## src/rtl/spdif_deframer.sv

```systemverilog
module spdif_deframer #(
  parameter int WIDTH  = 24,
  parameter int FRAMES = 192
) (
  input  logic                       clk,
  input  logic                       rst_n,
  input  logic                       bit_stb,
  input  logic                       bit_val,
  input  logic                       pre_stb,
  input  logic [1:0]                 pre_kind,
  output logic [WIDTH-1:0]           smp,
  output logic                       smp_de,
  output logic                       vbit,
  output logic                       ubit,
  output logic                       cbit,
  output logic                       par_err,
  output logic                       sf0_start,
  output logic                       sf1_start,
  output logic                       blk_start,
  output logic [$clog2(FRAMES)-1:0]  frame_idx
);
  localparam int SW = 24;
  localparam int FW = $clog2(FRAMES);
  localparam logic [1:0] K_X = 2'd0, K_Y = 2'd1, K_Z = 2'd2;
  localparam logic [FW-1:0] F_LAST = FW'(FRAMES - 1);

  initial assert (WIDTH >= 16 && WIDTH <= SW);

  logic          open_q;
  logic [4:0]    slot;
  logic [SW-1:0] sh;
  logic          v_q, u_q, c_q, par_q;
  logic [1:0]    kind_q;
  logic [FW-1:0] fcnt;

  wire pre_ok = pre_stb && (pre_kind != 2'd3);
  wire take   = bit_stb && open_q && !pre_ok;
  wire last   = take && (slot == 5'd31);

  always_ff @(posedge clk or negedge rst_n) begin
    if (!rst_n) begin
      open_q <= 1'b0;
      slot   <= 5'd0;
      sh     <= '0;
      v_q    <= 1'b0;
      u_q    <= 1'b0;
      c_q    <= 1'b0;
      par_q  <= 1'b0;
      kind_q <= K_X;
      fcnt   <= F_LAST;
    end else if (pre_ok) begin
      open_q <= 1'b1;
      slot   <= 5'd4;
      par_q  <= 1'b0;
      kind_q <= pre_kind;
      if (pre_kind == K_Z)      fcnt <= '0;
      else if (pre_kind == K_X) fcnt <= (fcnt == F_LAST) ? '0 : fcnt + 1'b1;
    end else if (take) begin
      slot  <= slot + 5'd1;
      par_q <= par_q ^ bit_val;
      if (slot < 5'd28) sh <= {bit_val, sh[SW-1:1]};
      if (slot == 5'd28) v_q <= bit_val;
      if (slot == 5'd29) u_q <= bit_val;
      if (slot == 5'd30) c_q <= bit_val;
      if (slot == 5'd31) open_q <= 1'b0;
    end
  end

  always_ff @(posedge clk or negedge rst_n) begin
    if (!rst_n) begin
      smp       <= '0;
      smp_de    <= 1'b0;
      vbit      <= 1'b0;
      ubit      <= 1'b0;
      cbit      <= 1'b0;
      par_err   <= 1'b0;
      sf0_start <= 1'b0;
      sf1_start <= 1'b0;
      blk_start <= 1'b0;
      frame_idx <= '0;
    end else begin
      smp_de    <= last;
      sf0_start <= last && (kind_q != K_Y);
      sf1_start <= last && (kind_q == K_Y);
      blk_start <= last && (kind_q == K_Z);
      if (last) begin
        smp       <= sh[SW-1 -: WIDTH];
        vbit      <= v_q;
        ubit      <= u_q;
        cbit      <= c_q;
        par_err   <= par_q ^ bit_val;
        frame_idx <= fcnt;
      end
    end
  end


  de_pulse_chk: assert property (@(posedge clk) disable iff (!rst_n)
    smp_de |=> !smp_de);

  de_after_bit_chk: assert property (@(posedge clk) disable iff (!rst_n)
    smp_de |-> $past(bit_stb));

  sf_excl_chk: assert property (@(posedge clk) disable iff (!rst_n)
    smp_de |-> $onehot({sf0_start, sf1_start}));

  flags_align_chk: assert property (@(posedge clk) disable iff (!rst_n)
    !smp_de |-> !(sf0_start || sf1_start || blk_start));

  blk_idx_chk: assert property (@(posedge clk) disable iff (!rst_n)
    blk_start |-> (sf0_start && frame_idx == '0));

  idx_range_chk: assert property (@(posedge clk) disable iff (!rst_n)
    frame_idx <= F_LAST);

  hold_chk: assert property (@(posedge clk) disable iff (!rst_n)
    !smp_de |-> ($stable(smp) && $stable(frame_idx) && $stable(par_err)));
endmodule

```

## config.mk

```make
export PLATFORM = sky130hd
export DESIGN_NAME = spdif_deframer
export DESIGN_NICKNAME = d
export VERILOG_FILES = /design/src/rtl/spdif_deframer.sv
export SDC_FILE = /design/constraint.sdc
export NUM_CORES = 1
export LEC_CHECK = 0
export ABC_AREA = 1
export BUFFER_PORTS_ARGS = -buffer_cell sky130_fd_sc_hd__clkbuf_2
export CAP_MARGIN = 0
export CORE_MARGIN = 2
export CORE_UTILIZATION = 35
export CTS_CLUSTER_DIAMETER = 40
export DETAILED_ROUTE_END_ITERATION = 12
export PLACE_DENSITY = 0.56
export SYNTH_ARGS = -nofsm -noshare
export SYNTH_HDL_FRONTEND = slang
export SYNTH_SLANG_ARGS = --single-unit
```

## constraint.sdc

```tcl
create_clock -name clk -period 1.33 [get_ports clk]
set_input_delay 0.266 -clock clk [delete_from_list [all_inputs] [get_ports clk]]
set_output_delay 0.266 -clock clk [all_outputs]
set_load 0.01 [all_outputs]
```

==> summary.md <==
| Metric | Value |
|---|---|
| Layout area overhead | `33.2%` |
| Area of the mapped netlist | `3550 um^2` |
| Total leakage power | `2.28 nW` |
| Ranking of synthesized cells by area | `dfrtp_1 (54%), nand2_1 (12%), o21ai_0 (5.8%), dfstp_2 (5.2%), inv_1 (4.4%)` |
| # placed instances | `556` |
| Die Span X | `105 um` |
| Proportion of layout cells with a drive suffix above 1 | `39.3%` |
| Antenna Nets Post-Route | `0` |
| Non-Filler Instances | `583` |
| # setup viols final | `38` |
| Initial Util | `36.1%` |
| NumNets Final | `458` |
| Kind of critical path | `reg2reg` |
| Mapped Cells | `371` |
| Register area share after synthesis | `59.5%` |
| Synth Register Bits | `84` |
| Clk_lat worst skew | `0.36 ns` |
| RR Startpoint | `slot[1]` |
| Grt ovf | `0` |
| Number of core rows | `36` |
| Run status | `finished with violations` |
| Crit path time final | `1.37 ns` |
| Hold Vio Cnt, Final | `0` |
| Placed Area | `4060 um^2` |
| Arrival time worst endpoint | `1.66 ns` |
| Number of global-route vias before repair | `2,489` |
| Clock share of power | `36.6%` |
| Pre-antenna DRT Iters | `4` |
| Critical R2R Capture | `smp[3]` |
| Worst slew margin | `80.4%` |
| Post-route DRC | `0` |
| Final Cell Area | `4730 um^2` |
| Max-cap viol count | `0` |
| Worst Hold Class | `in2reg` |
| Switching power | `0.00148 W` |
| Distinct cells, synth | `25` |
| Antenna violations before repair | `0` |
| Flop pwr share | `51.4%` |
| Antenna diodes | `0` |
| Worst-case reg-to-reg path depth | `7` |
| Routed Wire Length | `7470 um` |
| Max VDD drop | `0.536 mV` |
| Via count | `2,664` |
| Clock Sinks | `84` |
| CTS H-tree lvls | `3` |
| R2R Setup Slk | `-0.04 ns` |
| Root Buffer | `clkbuf_8` |
| Pins over their slew limit | `0` |
| TritonCTS clock tree | `yes` |
| Clock slew at reported path FFs | `0.09 ns` |
| Clk_skew | `0.0138 ns` |
| Maximum clock path buffer count | `2` |
| Total internal power | `0.00415 W` |
| Worst-Margin Slew | `0.294 ns` |
| Hold Crit Depth | `4` |
| Top Ports | `47` |
| Pwr/cell area | `1190 nW/um^2` |
| Final setup margin | `-0.0434 ns` |
| # port buffers | `46` |
| Pin count of the biggest net entering global routing | `42` |
| Comb pwr share | `12.0%` |
| DP HPWL | `4700 um` |
| Crit path required time | `1.61 ns` |
| Die area | `11,000 um^2` |
| CTS Buf Count | `9` |
| Failing checks | `negative setup slack` |
| Total nets after synthesis | `384` |
| HP Start | `pre_kind[1]` |
| Max Clock Freq | `728 MHz` |
| DRT iter0 DRCs | `170` |
| Sw Share | `26.2%` |
| Min Hold Slack | `0.213 ns` |
| Placer Congestion | `0.732` |
| Period utilization | `103%` |
| Die Height | `105 um` |
| Startpoint types | `register` |
| Global-route wire length before repair | `11,900 um` |
| Synth top area share | `54.3%` |
| Most frequent cells in the layout | `nand2_1 (77), dfrtp_1 (77), clkbuf_2 (45)` |
| Area leader, netlist | `dfrtp_1` |
| Global Route Usage Sum | `13.4%` |
| Routed len/inst | `12.8 um` |
| Unrepaired setup endpoints after global routing | `true` |
| Area of the core | `9820 um^2` |
| Crit Path Max Fanout | `8` |
| Hold Path End | `fcnt[4]` |
| Via density per instance | `4.57` |
| Syn. warnings | `0` |
| Syn avg cell area | `9.56 um^2` |
| Worst Setup End Kind | `register` |
[worst max-delay path by stage]
stage | from | to | slack, ns | cells after the start
after floorplan | slot[0] | par_err | 0.0005 | 9
after global placement | slot[0] | open_q | -0.05 | 8
after detailed placement | slot[0] | smp[12] | -0.07 | 7
after CTS | slot[1] | frame_idx[5] | -0.07 | 8
after global routing | slot[1] | smp[3] | -0.13 | 7
final | slot[1] | smp[3] | -0.04 | 7
[cell families after synthesis]
logic type | share of synthesized area [%]
AOI/OAI and AO/OA | 12.0
adders and majority gates | 2.12
and+or+nand+nor | 17.8
buffers and inverters | 8.07
xor gates and xnor gates | 0.494
DFF | 59.5
[area by class of cell]
type | instances | area, um^2
clock buffer | 11 | 141
clock inverter | 5 | 85.1
fill | 995 | 5090
inverter | 46 | 188
multi-input combinational | 230 | 1380
sequential | 84 | 2110
tap | 133 | 166
timing repair buffer | 74 | 659
[critical path: stages (launching register included)]
cell       delay, ns
dfrtp_1         0.36
ha_2            0.19
inv_2           0.05
nor2_4          0.09
ha_4            0.18
nand2_8         0.12
clkbuf_16       0.19
o21ai_1         0.13
[metal layers]
metal,track usage (%),wire length [um],up-vias
li1,-,-,1333
met1,18.7,3590,1270
met2,20.3,3470,51
met3,2.43,282,10
met4,6.29,128,0
met5,0,0,-
[registers in the layout (all words and copies together) (netlist names), 2 cells and up]
signal     count
fcnt           8
frame_idx      8
kind_q         2
sh            24
slot           5
smp           24
[per-stage QoR]
step / util, % / TNS (ns) / power, W / setup WS (ns)
floorplan: - / 0 / 0.00332 / 0.000521
global placement: 41.4 / -1.03 / 0.00354 / -0.0489
detailed placement: 41.4 / -1.55 / 0.00356 / -0.0717
CTS: 44.8 / -1.13 / 0.00564 / -0.0678
global route: 48.1 / -4.18 / 0.00592 / -0.134
finish: 48.1 / -0.936 / 0.00563 / -0.0434
[power groups by stage]
stage	combinational [W]	sequential [W]	clock, W
finish	0.000677	0.00289	0.00206
global route	0.000786	0.00292	0.00221
CTS	0.000649	0.00288	0.00211
detailed placement	0.000633	0.00293	0
global placement	0.000622	0.00292	0
floorplan	0.000409	0.00291	0
[synth_stat cells]
master	count
nand3_1	14
inv_4	1
ha_1	6
xor2_1	2
clkbuf_2	4
o21ai_2	16
clkinv_8	1
dfstp_2	7
nor2_1	11
nand2_2	2
dfrtp_1	77
a21oi_1	7
inv_1	42
buf_8	2
nand2_1	109
buf_2	3
buf_6	3
o21ai_0	41
nor2_4	1
inv_2	2
nand4_1	3
nor3_1	2
nand3b_1	2
nand2_4	4
o21ai_1	9
[repair_timing]
action / CTS / global route
setup buffers: 0 / 1
pin swaps: 0 / 9
gates resized for setup: 33 / 63
setup endpoints to repair: 43 / 66
cloned: 2 / 7
endpoints found under the hold margin: 18 / 0
hold buffers: 1 / 0
Power figures use the tool's default switching activity.
